<file path="config.mk">
export PLATFORM = sky130hd
export DESIGN_NAME = spim_top
export DESIGN_NICKNAME = d
export VERILOG_FILES = /design/src/rtl/spim_pkg.sv /design/src/rtl/spim_baud.sv /design/src/rtl/spim_shifter.sv /design/src/rtl/spim_regs.sv /design/src/rtl/spim_top.sv
export SDC_FILE = /design/constraint.sdc
export NUM_CORES = 1
export LEC_CHECK = 0
export BUFFER_PORTS_ARGS = -buffer_cell sky130_fd_sc_hd__buf_4
export CORE_MARGIN = 4
export CORE_UTILIZATION = 50
export DETAILED_ROUTE_END_ITERATION = 8
export HOLD_SLACK_MARGIN = 0.12
export PLACE_DENSITY = 0.79
export REMOVE_ABC_BUFFERS = 1
export SETUP_SLACK_MARGIN = 0.4
export SYNTH_ARGS = -nofsm -noshare
export SYNTH_HDL_FRONTEND = slang
export SYNTH_SLANG_ARGS = --single-unit
</file>
<file path="constraint.sdc">
create_clock -name clk -period 4.95 [get_ports clk]
set_input_delay 0.7425 -clock clk [delete_from_list [all_inputs] [get_ports clk]]
set_output_delay 0.7425 -clock clk [all_outputs]
set_load 0.01 [all_outputs]
</file>
<file path="src/rtl/spim_pkg.sv">
package spim_pkg;
    localparam int STAT_W = 8;
    localparam int RATE_W = 2;
    localparam int ST_RXFULL  = 7;
    localparam int ST_TXEMPTY = 6;
    localparam int ST_DMA     = 4;

    typedef enum logic [1:0] {
        SH_IDLE = 2'd0,
        SH_LOW  = 2'd1,
        SH_HIGH = 2'd2
    } sh_state_t;
endpackage

</file>
<file path="src/rtl/spim_baud.sv">
module spim_baud #(
    parameter int RATE_W = 2
) (
    input  logic              clk,
    input  logic              rst_n,
    input  logic              run,
    input  logic [RATE_W-1:0] rate,
    output logic              tick
);
    // half period = 4^rate bus clocks
    localparam int HALF_MAX = 1 << (2 * ((1 << RATE_W) - 1));
    localparam int CNT_W    = $clog2(HALF_MAX) + 1;

    logic [CNT_W-1:0] cnt;
    logic [CNT_W-1:0] half_m1;

    always_comb begin
        half_m1 = CNT_W'((32'd1 << {rate, 1'b0}) - 32'd1);
        tick    = run && (cnt == half_m1);
    end

    always_ff @(posedge clk or negedge rst_n) begin
        if (!rst_n) begin
            cnt <= '0;
        end else if (!run || tick) begin
            cnt <= '0;
        end else begin
            cnt <= cnt + 1'b1;
        end
    end
endmodule

</file>
<file path="src/rtl/spim_shifter.sv">
module spim_shifter
    import spim_pkg::*;
#(
    parameter int DATA_W = 8
) (
    input  logic              clk,
    input  logic              rst_n,
    input  logic              load_req,
    input  logic [DATA_W-1:0] load_byte,
    input  logic              tick,
    input  logic              miso,
    output logic              take,
    output logic              done,
    output logic              busy,
    output logic              sck,
    output logic              mosi,
    output logic [DATA_W-1:0] rx_byte
);
    localparam int BIT_W = $clog2(DATA_W);

    sh_state_t         state, nxt;
    logic [DATA_W-1:0] tx_sh;
    logic [DATA_W-1:0] rx_sh;
    logic [BIT_W-1:0]  bit_cnt;
    logic              last;

    always_comb begin
        last = (bit_cnt == BIT_W'(DATA_W - 1));
        nxt  = state;
        unique case (state)
            SH_IDLE: if (load_req) nxt = SH_LOW;
            SH_LOW:  if (tick)     nxt = SH_HIGH;
            SH_HIGH: if (tick)     nxt = last ? SH_IDLE : SH_LOW;
            default:               nxt = SH_IDLE;
        endcase
        take = (state == SH_IDLE) && load_req;
        done = (state == SH_HIGH) && tick && last;
        busy = (state != SH_IDLE);
    end

    always_ff @(posedge clk or negedge rst_n) begin
        if (!rst_n) state <= SH_IDLE;
        else        state <= nxt;
    end

    always_ff @(posedge clk or negedge rst_n) begin
        if (!rst_n) begin
            tx_sh   <= '0;
            rx_sh   <= '0;
            rx_byte <= '0;
            bit_cnt <= '0;
            sck     <= 1'b0;
            mosi    <= 1'b0;
        end else begin
            unique case (state)
                SH_IDLE: begin
                    if (load_req) begin
                        tx_sh   <= load_byte;
                        mosi    <= load_byte[DATA_W-1];
                        bit_cnt <= '0;
                    end
                end
                SH_LOW: begin
                    if (tick) begin
                        sck   <= 1'b1;
                        rx_sh <= {rx_sh[DATA_W-2:0], miso};
                    end
                end
                SH_HIGH: begin
                    if (tick) begin
                        sck <= 1'b0;
                        if (last) begin
                            rx_byte <= rx_sh;
                        end else begin
                            tx_sh   <= tx_sh << 1;
                            mosi    <= tx_sh[DATA_W-2];
                            bit_cnt <= bit_cnt + 1'b1;
                        end
                    end
                end
                default: sck <= 1'b0;
            endcase
        end
    end

    // the serial clock moves only after a divider tick
    a_r4_sck_on_tick: assert property (@(posedge clk) disable iff (!rst_n)
        !$stable(sck) |-> $past(tick));

    // clock idles low whenever the engine is idle
    a_r3_sck_idles_low: assert property (@(posedge clk) disable iff (!rst_n)
        (state == SH_IDLE) |-> !sck);

    // output bit changes only on load or falling clock edge
    a_r3_mosi_on_fall: assert property (@(posedge clk) disable iff (!rst_n)
        !$stable(mosi) |-> ($fell(sck) || $past(take)));
endmodule

</file>
<file path="src/rtl/spim_regs.sv">
module spim_regs
    import spim_pkg::*;
#(
    parameter int DATA_W = 8
) (
    input  logic              clk,
    input  logic              rst_n,
    input  logic              sel,
    input  logic              wr,
    input  logic              rd,
    input  logic [DATA_W-1:0] wdata,
    input  logic              take,
    input  logic              done,
    input  logic [DATA_W-1:0] rx_byte,
    output logic              load_req,
    output logic [DATA_W-1:0] load_byte,
    output logic [RATE_W-1:0] rate,
    output logic              tx_empty,
    output logic              rx_full,
    output logic [DATA_W-1:0] rdata
);
    logic              wr_data, wr_ctl, rd_data, rd_stat;
    logic              dma_mode, armed, buf_full;
    logic [STAT_W-1:0] status;

    always_comb begin
        wr_data  = wr && !sel;
        wr_ctl   = wr && sel;
        rd_data  = rd && !sel;
        rd_stat  = rd && sel;
        tx_empty = !buf_full;
        load_req = buf_full;
        status   = '0;
        status[ST_RXFULL]  = rx_full;
        status[ST_TXEMPTY] = tx_empty;
        status[ST_DMA]     = dma_mode;
        status[RATE_W-1:0] = rate;
        rdata    = sel ? DATA_W'(status) : rx_byte;
    end

    always_ff @(posedge clk or negedge rst_n) begin
        if (!rst_n) begin
            buf_full  <= 1'b0;
            load_byte <= '0;
        end else if (wr_data) begin
            buf_full  <= 1'b1;
            load_byte <= wdata;
        end else if (take) begin
            buf_full  <= 1'b0;
        end
    end

    always_ff @(posedge clk or negedge rst_n) begin
        if (!rst_n) begin
            rate     <= '0;
            dma_mode <= 1'b0;
        end else if (wr_ctl) begin
            rate     <= wdata[RATE_W-1:0];
            dma_mode <= wdata[ST_DMA];
        end
    end

    always_ff @(posedge clk or negedge rst_n) begin
        if (!rst_n) begin
            rx_full <= 1'b0;
            armed   <= 1'b0;
        end else begin
            if (done)
                rx_full <= 1'b1;
            else if (rd_data && (dma_mode || armed))
                rx_full <= 1'b0;
            if (rd_data)
                armed <= 1'b0;
            else if (rd_stat && rx_full)
                armed <= 1'b1;
        end
    end

    // receive-full falls only after a data read
    a_r6_fall_needs_data_read: assert property (@(posedge clk) disable iff (!rst_n)
        $fell(rx_full) |-> $past(rd_data));

    // without DMA mode, a clear needs a prior arming status read
    a_r7_fall_needs_arm: assert property (@(posedge clk) disable iff (!rst_n)
        $fell(rx_full) |-> ($past(dma_mode) || $past(armed)));
endmodule

</file>
<file path="src/rtl/spim_top.sv">
module spim_top
    import spim_pkg::*;
#(
    parameter int DATA_W = 8
) (
    input  logic              clk,
    input  logic              rst_n,
    input  logic              bus_sel,
    input  logic              bus_wr,
    input  logic              bus_rd,
    input  logic [DATA_W-1:0] bus_wdata,
    output logic [DATA_W-1:0] bus_rdata,
    output logic              spi_sck,
    output logic              spi_mosi,
    input  logic              spi_miso
);
    logic              take, done, busy, tick;
    logic              load_req, tx_empty, rx_full;
    logic [DATA_W-1:0] load_byte, rx_byte;
    logic [RATE_W-1:0] rate;

    spim_regs #(.DATA_W(DATA_W)) u_regs (
        .clk      (clk),
        .rst_n    (rst_n),
        .sel      (bus_sel),
        .wr       (bus_wr),
        .rd       (bus_rd),
        .wdata    (bus_wdata),
        .take     (take),
        .done     (done),
        .rx_byte  (rx_byte),
        .load_req (load_req),
        .load_byte(load_byte),
        .rate     (rate),
        .tx_empty (tx_empty),
        .rx_full  (rx_full),
        .rdata    (bus_rdata)
    );

    spim_baud #(.RATE_W(RATE_W)) u_baud (
        .clk  (clk),
        .rst_n(rst_n),
        .run  (busy),
        .rate (rate),
        .tick (tick)
    );

    spim_shifter #(.DATA_W(DATA_W)) u_shift (
        .clk      (clk),
        .rst_n    (rst_n),
        .load_req (load_req),
        .load_byte(load_byte),
        .tick     (tick),
        .miso     (spi_miso),
        .take     (take),
        .done     (done),
        .busy     (busy),
        .sck      (spi_sck),
        .mosi     (spi_mosi),
        .rx_byte  (rx_byte)
    );

    // the completing edge leaves receive-full set
    a_r5_done_sets_full: assert property (@(posedge clk) disable iff (!rst_n)
        done |=> rx_full);

    // a handoff with no new write frees the buffer
    a_r2_handoff_frees: assert property (@(posedge clk) disable iff (!rst_n)
        (take && !(bus_wr && !bus_sel)) |=> tx_empty);
endmodule

</file>
# == Yosys cells after proc, flatten, opt, wreduce, memory -nomap -nowiden ==
# Cells that the tools add are included.
# word_totals
regBits,51
input_bits,14
word_cells,81
# classes
addsub,3
n_eq_ne,8
n_shift,1
mux,28
bitwise_logic,1
n_reduce_logical,26
# ops
operator,count
$mux W7,4
$pmux W7 S2,1
$mux W1,12
$logic_and A1 B1 Y1,10
$reduce_bool A2 Y1,5
$mux W3,3
$reduce_and A3 Y1,3
$mux W8,1
$ne A2 B2 Y1 const B,4
$add A7 B1 Y7 const B,1
$eq A7 B7 Y1,1
$shl A1 B3 Y7 const A,1
$sub A7 B1 Y7 const B,1
$mux W2,3
$pmux W2 S3,1
$pmux W3 S2,1
$reduce_and A4 Y1,1
$add A3 B1 Y3 const B,1
$eq A3 B3 Y1 const B,1
$logic_not A1 Y1,3
$pmux W1 S3,1
$eq A2 B1 Y1 const B,1
$eq A2 B2 Y1 const B,1
$logic_not A2 Y1,1
4 further kinds,5

# == Logic depth before layout (Yosys ltp) ==
# Gate-level depths: netlist of run 1.
# logic_depth
word_depth,7
depth_mapped,6

# == Hierarchy ==
# Synthesis of run 1 repeated with hierarchy kept, for this count alone.
# hier_totals
cells_unflattened,173
area_unflattened_um2,2351.0
# modules_own_cells
module,n_inst,cells_per_inst,area_each_um2
spim_shifter,1,90,1311.3
spim_regs,1,44,656.9
spim_baud,1,39,382.9

# == Worst setup path after synthesis of run 1 ==
# No wires, ideal clock.
# synth_path
path_kind,input-to-output
start,input port bus_sel
end,output port bus_rdata[0]
arrival_ns,1.436
required_ns,4.208
setup_slack_ns,2.772
path_stages,2
path_cell_list,clkbuf_1 mux2_2
# synth_via
elab_chain_cells,1
# synth_lines
element,line_no,rtl
from (decl),spim_top.sv:8,"input logic bus_sel,"
$mux W8,spim_regs.sv:38,rdata = sel ? DATA_W'(status) : rx_byte;
to (decl),spim_top.sv:12,"output logic [DATA_W-1:0] bus_rdata,"
# No other way between the ends.

# == Final worst setup path of run 1 ==
# Same ends and word-level chain as after synthesis.

==> results of run 1 <==
==> cell families after synthesis <==
| logic type | after synthesis |
|---|---|
| buffers and inverters | 11 |
| AOI/OAI and AO/OA | 13 |
| muxes | 39 |
| xor gates and xnor gates | 6 |
| and+or+nand+nor | 71 |
| DFF | 51 |
| adders and majority gates | 3 |
==> layout make-up <==
cell class / count / area, sq um
clock buffer: 5 / 68.8
clock inverter: 3 / 28.8
fill: 375 / 1800
inverter: 6 / 22.5
multi-input combinational: 132 / 1010
sequential: 51 / 1280
tap: 52 / 65.1
timing repair buffer: 23 / 173
==> state kept, by name, summed over array words and instances, names as in the netlist <==
signal and cells:
u_shift.rx_sh 8, u_shift.bit_cnt 3, u_regs.load_byte 8, u_regs.load_req 1, u_shift.sck 1, u_regs.armed 1, u_shift.state 2, u_shift.tx_sh 7
u_regs.rx_full 1, u_shift.mosi 1, u_regs.rate 2, u_regs.dma_mode 1, u_shift.rx_byte 8, u_baud.cnt 7
==> worst min-delay path by stage <==
stage | start | to | slack [ns] | cells past startpoint
floorplan | rst_n | u_baud.cnt[0]$_DFF_PN0_ | 0.45 | 0
global placement | u_baud.cnt[0]$_DFF_PN0_ | u_baud.cnt[0]$_DFF_PN0_ | 0.47 | 1
detailed placement | u_regs.load_byte[0]$_DFFE_PN0P_ | u_shift.tx_sh[0]$_DFFE_PN0P_ | 0.47 | 2
CTS | rst_n | u_regs.load_byte[1]$_DFFE_PN0P_ | 0.47 | 1
global route | rst_n | u_baud.cnt[2]$_DFF_PN0_ | 0.48 | 1
finish | rst_n | u_baud.cnt[2]$_DFF_PN0_ | 0.44 | 1
==> routing by layer <==
layer	wire [um]	GRT usage, %	up-vias
met5	0	0	-
met4	43	3.80	0
met3	145	4.26	6
met2	1950	24.6	21
met1	1740	18.2	711
li1	-	-	714
==> cells in the mapped netlist (all sizes together) <==
| master | count |
|---|---|
| o211ai | 1 |
| nor4 | 2 |
| o221ai | 1 |
| xor2 | 3 |
| xnor2 | 3 |
| nand3 | 9 |
| buf | 1 |
| nor2 | 13 |
| mux2 | 38 |
| nand4 | 3 |
| inv | 6 |
| or2 | 1 |
| a21oi | 2 |
| ha | 3 |
| nand2b | 3 |
| and2 | 1 |
| a311o | 1 |
| o2bb2ai | 1 |
| o21ai | 6 |
| a21o | 1 |
| nor2b | 7 |
| or3 | 1 |
| dfrtp | 51 |
| mux2i | 1 |
| nand2 | 31 |
| clkbuf | 4 |
==> through the flow <==
stage                     hold slack, ns  total power [W]  setup slack, ns  instances
after floorplan                    0.447         0.000812             3.09        189
after global placement             0.472         0.000891             2.81        264
after detailed placement           0.472         0.000903             2.79        264
after CTS                          0.470          0.00116             2.79        272
after global routing               0.480          0.00123             2.77        272
final                              0.438          0.00114             2.80        272
==> power by group <==
group          switching (W)  internal [W]  total [W]  leakage (nW)
logic               0.000143      0.000151   0.000294         0.562
clock network       0.000143      0.000105   0.000248        0.0502
registers          0.0000819      0.000518   0.000600         0.647
total               0.000368      0.000774    0.00114          1.26
==> impl_results.md, run 1 <==
- Status: finished, final reports clean
- Leakage: 1.26 nW
- Core area: 0.00444 sq mm
- Warnings, synthesis: 0
- Fin crit share: between 40% and 50%
- Most frequent cells in the layout: dfrtp_1 (51), mux2_2 (38), nand2_1 (30)
- Largest fanout on the critical path: 11
- # IOs: 24
- Critical path's top delay family: multiplexers
- Max VDD drop: approximately 230 uV
- Post-Synth Adder-Cell Area: 1.61%
- Die W: between 70 and 80 um
- Worst setup EP type: output port
- Clk buf depth: 2
- Largest family of logic cells by synthesized area: multiplexers
- GRT Util Overall: 14.5%
- Worst-path clk slew: roughly 0.090 ns
- Nets: 236
- CP endpoint: bus_rdata[0]
- Initial core utilization: 52.6%
- Buffers plus inverters on the worst setup path: 2
- CP startpoint: bus_sel
- Total CTS buffers: 5
- Critical R2R Capture: u_shift.rx_byte[4]$_DFFE_PN0P_
- Share of cells above drive strength 1: about a third
- DR DRC count: 0
- Post-synth top area cell: dfrtp_1
- Internal reg-to-reg setup slack: around 2.9 ns
- Final setup skew: roughly 0.0074 ns
- Gp weighted congestion: between 0.7 and 0.8
- Hold Fails Final Rpt: 0
- Final instance area: about 0.0026 sq mm
- Vias in the first global route: between 1000 and 1500
- Detailed Routing Iterations Pass 1: 4
- Mux contribution to synthesized area: 18.7%
- CP max stage delay: between 0.3 and 0.4 ns
- Final WL: 3880 um
- Post-DR vias/cell: between 5 and 6
- Minimum clock period: about 2.2 ns
- Critical-path top delay cell: mux2_2
- Cell Chain, Critical Path: buf_4 -> mux2_2 -> buf_4
- Post-synthesis simple-gate area fraction: about 16%
- Max Clk Rate: approximately 460 MHz
- Xor and xnor area share after synthesis: ~2.2%
- WP data required: approximately 4.2 ns
- Mean Syn Cell Area: ~12 sq um
- DR WL/cell: about 14 um
- Antenna diodes: 0
- Clock Sink Count: between 50 and 60
- Tightest Pin Transition: 0.737 ns
- Number of distinct library cells after synthesis: 31
- Area of the die: ~0.006 sq mm
- Cell Area, Synth: 0.00234 sq mm
- Final core occ: around 60%
- PwrDens: ~430 mW/mm^2
- Die Span Y: 76.4 um
- Number of cells on the worst reg-to-reg path: 5
- Commonest non-fill, non-tap cell in the layout: dfrtp_1
- Ranking of synthesized cells by area: dfrtp_1 (55%), mux2_2 (18%), nand2_1 (4.8%)
- Row count: 24
- Critical path type: input port to output port
- Hold buffer count at cts: 0
- Vias: 1452
- Yosys top cell area share: 54.6%
- Syn Inst Count: 194
- Synthesized flop and latch total: a little over 50
- CP Depth: 3
- Largest net degree at the start of global routing: 52
- Critical R2R Launch: u_baud.cnt[0]$_DFF_PN0_
- Max Cap Viol: 0
- Insertion delay to the later sink of the worst-skew pair: ~0.30 ns
- Buffers on Ports: 23
- Seq/Total Area, Yosys: roughly 55%
- Slew headroom: between 50% and 60%
- Post-cts sizing count: 0
- Hold Crit Class: input port to async pin
- Dpl cell area: around 0.0025 sq mm
- DPL Wire Length: 2710 um
- Most common cell on crit path: buf_4
- Antenna Nets Post-Route: 0
- Post CTS Setup Buffer Count: 0
- RSZ-0062 raised after global routing: false
- Compound-cell area share of the yosys netlist: ~4.7%
- Setup TNS Final: 0 ns
- Max Slew Vio Count: 0
- Critical Path Source Type: input port
- Synth-to-layout area growth: 13.2%
- Root Buffer: clkbuf_8
- CP Data Arrival Time: about 1.4 ns
- CTS tree: done
- # setup viols final: 0
- DR iter-0 viols: 52
- Global-route wire length before repair: 6860 um
- Htree depth: 2
- Antenna violations before repair: 0
- GRT overflow: 0
(Power assumes the default switching activity.)
==> run 2: changes to the inputs <==
- clock period: 4.95 -> 2.2 ns (I/O delays scaled with it)
==> impl_results.md, run 2 (synthesis gave the netlist of run 1 again) <==
- Internal reg-to-reg setup slack: 0.41 ns (-2.47 ns)
- CTS tree: done
- Sw Pwr: 0.000879 W (+140%)
- Die Span Y: 76.4 um (unchanged)
- Int Pwr: 0.00193 W (+150%)
- Antenna violations before repair: 0 (unchanged)
- Tightest Pin Transition: 0.628 ns (-0.109 ns)
- DPL Wire Length: 2860 um (+5.8%)
- Buffers on Ports: 23 (unchanged)
- Global-route wire length before repair: 7460 um (+8.7%)
- Slew headroom: 58.1% (+7.4 points)
- Critical R2R Launch: u_regs.rate[1]$_DFFE_PN0P_
- Status: finished, final reports clean
- Worst setup EP type: flop
- # setup viols final: 0 (unchanged)
- Pwr Total: 0.00281 W (+150%)
- Clock Sink Count: 51 (unchanged)
- DR WL/cell: 15.5 um (+8.9%)
- Vias in the first global route: 1596 (+8.2%)
- Final instance area: 0.00281 sq mm (+6.3%)
- Synth-to-layout area growth: 20.4%
- Largest fanout on the critical path: 6 (-5)
- Number of cells on the worst reg-to-reg path: 5 (unchanged)
- Max Clk Rate: around 560 MHz
- Place WS: 0.224 ns (-2.57 ns)
- Fill cells: 347 (-7.5%)
- Nets: 249 (+5.5%)
- Clk buf depth: 2 (unchanged)
- Die W: 76.4 um (unchanged)
- Gp weighted congestion: 0.807 (+11%)
- Final WL: 4430 um (+14%)
- Critical R2R Capture: u_shift.rx_byte[3]$_DFFE_PN0P_
- Switching Fraction: 31.3% (-0.95 points)
- Insertion delay to the later sink of the worst-skew pair: 0.31 ns (about the same)
- Combinational share of power: 28.6% (+2.8 points)
- GRT overflow: 0 (unchanged)
- WHS Endpoint: u_regs.load_byte[3]$_DFFE_PN0P_
- Setup TNS Final: 0 ns (unchanged)
- Hold path start: bus_wdata[3]
- Largest net degree at the start of global routing: 52 (unchanged)
- RSZ-0062 raised after global routing: true
- Final setup skew: 0.00870 ns (+0.00132 ns)
- Fin crit share: between 80% and 90%
- WP data required: 2.41 ns (-1.80 ns)
- Critical path type: flop to flop
- CP startpoint: u_regs.rate[1]$_DFFE_PN0P_
- PwrDens: 998 mW/mm^2 (+130%)
- DR iter-0 viols: 95 (+83%)
- Total CTS buffers: 5 (unchanged)
- Largest regs: u_regs.load_byte x8, u_shift.rx_byte x8, u_shift.rx_sh x8
- Critical Path Source Type: flop
- Antenna diodes: 0 (unchanged)
- Max Cap Viol: 0 (unchanged)
- Clock Power Share: 23.3% (+1.6 points)
- Vias: 1553 (+7.0%)
- Area of the die: 0.00583 sq mm (unchanged)
- Antenna Nets Post-Route: 0 (unchanged)
- Hold Fails Final Rpt: 0 (unchanged)
- Share of cells above drive strength 1: 41.2% (+6.2 points)
- Dpl cell area: 0.00257 sq mm (+0.88%)
- Cells after DPL: 267 (+1.1%)
- GRT Util Overall: 16.1% (+1.6 points)
- Row count: 24 (unchanged)
- Post-DR vias/cell: 5.45 (+2.1%)
- Hold Crit Class: input port to flop
- Worst-path clk slew: 0.10 ns (about the same)
- Htree depth: 2 (unchanged)
- Initial core utilization: 52.6% (unchanged)
- Root Buffer: clkbuf_8
- Leakage: 1.34 nW (+6.2%)
- Slack of the critical path: 0.414 ns (-2.38 ns)
- Max Slew Vio Count: 0 (unchanged)
- CP Data Arrival Time: 1.99 ns (+0.58 ns)
- Reg power frac: 48.1% (-4.4 points)
- Most frequent cells in the layout: dfrtp_1 (50), mux2_2 (38), buf_4 (33)
- Commonest non-fill, non-tap cell in the layout: dfrtp_1
- Minimum clock period: approximately 1.8 ns
- Detailed Routing Iterations Pass 1: 4 (unchanged)
- DR DRC count: 0 (unchanged)
- Final Non-Filler Cells: 285 (+4.8%)
- Max VDD drop: 996 uV (+330%)
- Hold Path Depth: 2
- Core area: 0.00444 sq mm (unchanged)
- # IOs: 24 (unchanged)
==> run 2: worst max-delay path, cell delays in order, from the launching register on <==
cell and delay [ns]:
dfrtp_2 0.47, or3_4 0.35, a21oi_4 0.24, buf_12 0.16, nand4_4 0.15, mux2_2 0.31
==> run 2: per-layer routing <==
metal	track usage (%)	wire length, um	up-vias	share of wire [%]
met2	27.3	2250	25	51
met1	19.8	2000	779	45
li1	-	-	742	-
met5	0	0	-	0
met3	4.02	141	7	3.2
met4	6.34	44	0	0.99
==> run 2: area by class of cell <==
class / instances / area (sq um) / area share, %
Clock buffer: 5 / 68.8 / 2.45
Clock inverter: 3 / 43.8 / 1.56
Inverter: 6 / 22.5 / 0.801
Multi-Input combinational cell: 133 / 1060 / 37.6
Timing Repair Buffer: 35 / 278 / 9.88
Tap cell: 52 / 65.1 / 2.31
Sequential cell: 51 / 1280 / 45.4
==> run 2: worst max path at each step <==
stage / to / cells after the start
after floorplan: u_shift.mosi$_DFFE_PN0P_ / 5
after global placement: u_shift.tx_sh[6]$_DFFE_PN0P_ / 5
after detailed placement: u_shift.tx_sh[2]$_DFFE_PN0P_ / 5
after CTS: u_shift.rx_byte[2]$_DFFE_PN0P_ / 5
after global routing: u_shift.rx_byte[4]$_DFFE_PN0P_ / 5
final: u_shift.rx_byte[3]$_DFFE_PN0P_ / 5
==> run 2: what timing repair did <==
| action | CTS | global route |
|---|---|---|
| resized for setup | 4 | 4 |
| endpoints found under the hold margin | 51 | 0 |
| cloned | 1 | 0 |
| hold buffers | 1 | 0 |
| setup buffers | 5 | 3 |
| setup endpoints to repair | 23 | 24 |
| pin swaps | 2 | 3 |
==> run 2: through the flow <==
step / util [%] / hold WS, ns
2_1_floorplan: - / 0.0344
3_5_place_dp: 57.8 / 0.397
3_3_place_gp: 57.8 / 0.394
5_1_grt: 63.3 / 0.228
6_report: 63.3 / 0.247
4_1_cts: 62.2 / 0.236
==> run 2: power by group through the flow <==
| stage | Clock [W] | Combinational, W | Sequential, W |
|---|---|---|---|
| after floorplan | 0 | 0.000504 | 0.00132 |
| after global placement | 0 | 0.000651 | 0.00136 |
| after detailed placement | 0 | 0.000679 | 0.00137 |
| after CTS | 0.000670 | 0.000769 | 0.00134 |
| after global routing | 0.000713 | 0.000895 | 0.00138 |
| final | 0.000653 | 0.000802 | 0.00135 |
==> run 3: changes to the inputs <==
- clock period: 2.2 -> 1.7 ns (I/O delays scaled with it)
==> impl_results.md, run 3 (synthesis gave the netlist of run 1 again) <==
- Status: finished with violations
- Violated checks: setup timing
- Fin crit share: 104% (+22 points)
- Minimum clock period: 1.76 ns (-0.0261 ns)
- M2 GR Usage: 27.2% (-0.088 points)
- Vias: 1573 (+1.3%)
- Nets: 264 (+6.0%)
- DR DRC count: 0 (unchanged)
- Antenna diodes: 0 (unchanged)
- Vias in the first global route: 1691 (+6.0%)
- Worst setup EP type: flop
- Hold Crit Class: input port to flop
- Global-route wire length before repair: 7910 um (+6.0%)
- Die W: 76.4 um (unchanged)
- Hold path start: bus_wdata[2]
- Hold Fails Final Rpt: 0 (unchanged)
- Total CTS buffers: 5 (unchanged)
- Insertion delay to the later sink of the worst-skew pair: 0.30 ns (about the same)
- # IOs: 24 (unchanged)
- Critical R2R Launch: u_regs.rate[1]$_DFFE_PN0P_
- Htree depth: 2 (unchanged)
- Worst-path clk slew: 0.10 ns (about the same)
- Grt met3 use: 4.02% (unchanged)
- Row count: 24 (unchanged)
- Final setup skew: 0.00579 ns (-0.00292 ns)
- Initial core utilization: 52.6% (unchanged)
- Largest regs: u_regs.load_byte x8, u_shift.rx_byte x8, u_shift.rx_sh x8
- Slack of the critical path: -0.0597 ns (-0.474 ns)
- Int Pwr: 0.00255 W (+32%)
- WHS Endpoint: u_regs.load_byte[2]$_DFFE_PN0P_
- Critical R2R Capture: u_shift.tx_sh[3]$_DFFE_PN0P_
- Switching Fraction: 31.5% (+0.23 points)
- Leakage: 1.45 nW (+8.2%)
- Met1 GRT Util: 21.9% (+2.1 points)
- Pwr Total: 0.00372 W (+32%)
- Commonest non-fill, non-tap cell in the layout: dfrtp_1
- Synth-to-layout area growth: 27.6%
- Max VDD drop: 659 uV (-34%)
- Core area: 0.00444 sq mm (unchanged)
- Largest fanout on the critical path: 7 (+1)
- WP data required: 1.89 ns (-0.52 ns)
- Final WL: 4580 um (+3.4%)
- Buffers on Ports: 23 (unchanged)
- Reg power frac: 46.8% (-1.3 points)
- Internal reg-to-reg setup slack: -0.06 ns (-0.47 ns)
- Die Span Y: 76.4 um (unchanged)
- Most frequent cells in the layout: dfrtp_1 (50), buf_4 (42), nand2_1 (30)
- Clock Sink Count: 51 (unchanged)
- DR WL/cell: 15.3 um (-1.8%)
- DPL Wire Length: 3060 um (+6.8%)
- Combinational share of power: 33.3% (+4.7 points)
- Post-DR vias/cell: 5.24 (-3.8%)
- PwrDens: 1250 mW/mm^2 (+25%)
- Critical Path Source Type: flop
- Number of cells on the worst reg-to-reg path: 5 (unchanged)
- Clock Power Share: 19.9% (-3.4 points)
- Critical path type: flop to flop
- GR peak layer: met2
- # setup viols final: 23 (+23)
- GRT Util Overall: 16.6% (+0.47 points)
- Max Slew Vio Count: 0 (unchanged)
- Largest net degree at the start of global routing: 52 (unchanged)
- Place WS: -0.158 ns (-0.382 ns)
- RSZ-0062 raised after global routing: true
- Root Buffer: clkbuf_8
- Detailed Routing Iterations Pass 1: 4 (unchanged)
- Hold Path Depth: 2 (unchanged)
- Gp weighted congestion: 0.728 (-9.8%)
- Sw Pwr: 0.00117 W (+33%)
- CP Data Arrival Time: 1.95 ns (-0.04 ns)
- Max Clk Rate: 568 MHz (+1.5%)
- Slew headroom: 57.3% (-0.83 points)
- Antenna Nets Post-Route: 0 (unchanged)
- DR iter-0 viols: 61 (-36%)
- Tightest Pin Transition: 0.640 ns (+0.0124 ns)
- Area of the die: 0.00583 sq mm (unchanged)
- CTS tree: done
- Clk buf depth: 2 (unchanged)
- Share of cells above drive strength 1: 45.6% (+4.4 points)
- Max Cap Viol: 0 (unchanged)
- GRT overflow: 0 (unchanged)
- Antenna violations before repair: 0 (unchanged)
==> run 3: worst max-delay path by stage <==
stage | from | end | slack [ns] | depth (start not counted)
floorplan | u_baud.cnt[3]$_DFF_PN0_ | u_shift.mosi$_DFFE_PN0P_ | -0.16 | 5
global route | u_baud.cnt[3]$_DFF_PN0_ | u_shift.rx_byte[6]$_DFFE_PN0P_ | -0.11 | 5
global placement | u_baud.cnt[1]$_DFF_PN0_ | u_shift.rx_byte[0]$_DFFE_PN0P_ | -0.08 | 5
detailed placement | u_baud.cnt[1]$_DFF_PN0_ | u_shift.rx_byte[1]$_DFFE_PN0P_ | -0.16 | 5
finish | u_regs.rate[1]$_DFFE_PN0P_ | u_shift.tx_sh[3]$_DFFE_PN0P_ | -0.06 | 5
CTS | u_regs.rate[1]$_DFFE_PN0P_ | u_shift.rx_byte[1]$_DFFE_PN0P_ | -0.03 | 5
==> run 3: power groups by stage <==
stage	combinational [W]	clock, W	sequential, W
floorplan	0.000652	0	0.00171
global placement	0.00100	0	0.00173
detailed placement	0.00104	0	0.00175
CTS	0.00121	0.000760	0.00173
global route	0.00137	0.000819	0.00177
finish	0.00124	0.000741	0.00174
==> run 3: critical path, stage by stage, from the launching register on <==
cell	delay (ns)
dfrtp_2	0.46
or3_4	0.35
a21oi_4	0.23
o211ai_4	0.13
nand2_4	0.16
mux2_4	0.32
==> run 3: through the flow <==
step	setup TNS, ns	hold WS [ns]	cells	instance area [sq um]	util (%)
after global routing	-2.36	0.161	300	2980	67.1
final	-0.865	0.174	300	2980	67.1
after CTS	-0.325	0.169	298	2920	65.8
after floorplan	-1.48	-0.0406	189	2310	-
after global placement	-1.33	0.317	283	2690	60.5
after detailed placement	-2.20	0.316	283	2690	60.5
==> run 3: layout make-up <==
| class | instances | area (sq um) |
|---|---|---|
| clock buffer | 6 | 82.6 |
| clock inverter | 2 | 16.3 |
| timing repair buffer | 50 | 408 |
| sequential | 51 | 1280 |
| multi-input combinational | 133 | 1110 |
| inverter | 6 | 22.5 |
| fill | 329 | 1460 |
| tap | 52 | 65.1 |
==> run 3: repair_timing <==
action                                  4_1_cts  5_1_grt
cloned                                        1        0
buffers inserted                              5        2
hold buffers                                  1        0
endpoints found under the setup margin       43       43
resized for setup                            23        9
pin swaps                                     5        8
hold endpoints to repair                     51        0
==> run 3: per-layer routing <==
layer	vias up	wire length [um]	part of all wire, %
met1	767	2090	46
met5	-	0	0
met2	30	2270	50
met4	0	65	1.4
li1	768	-	-
met3	8	149	3.3
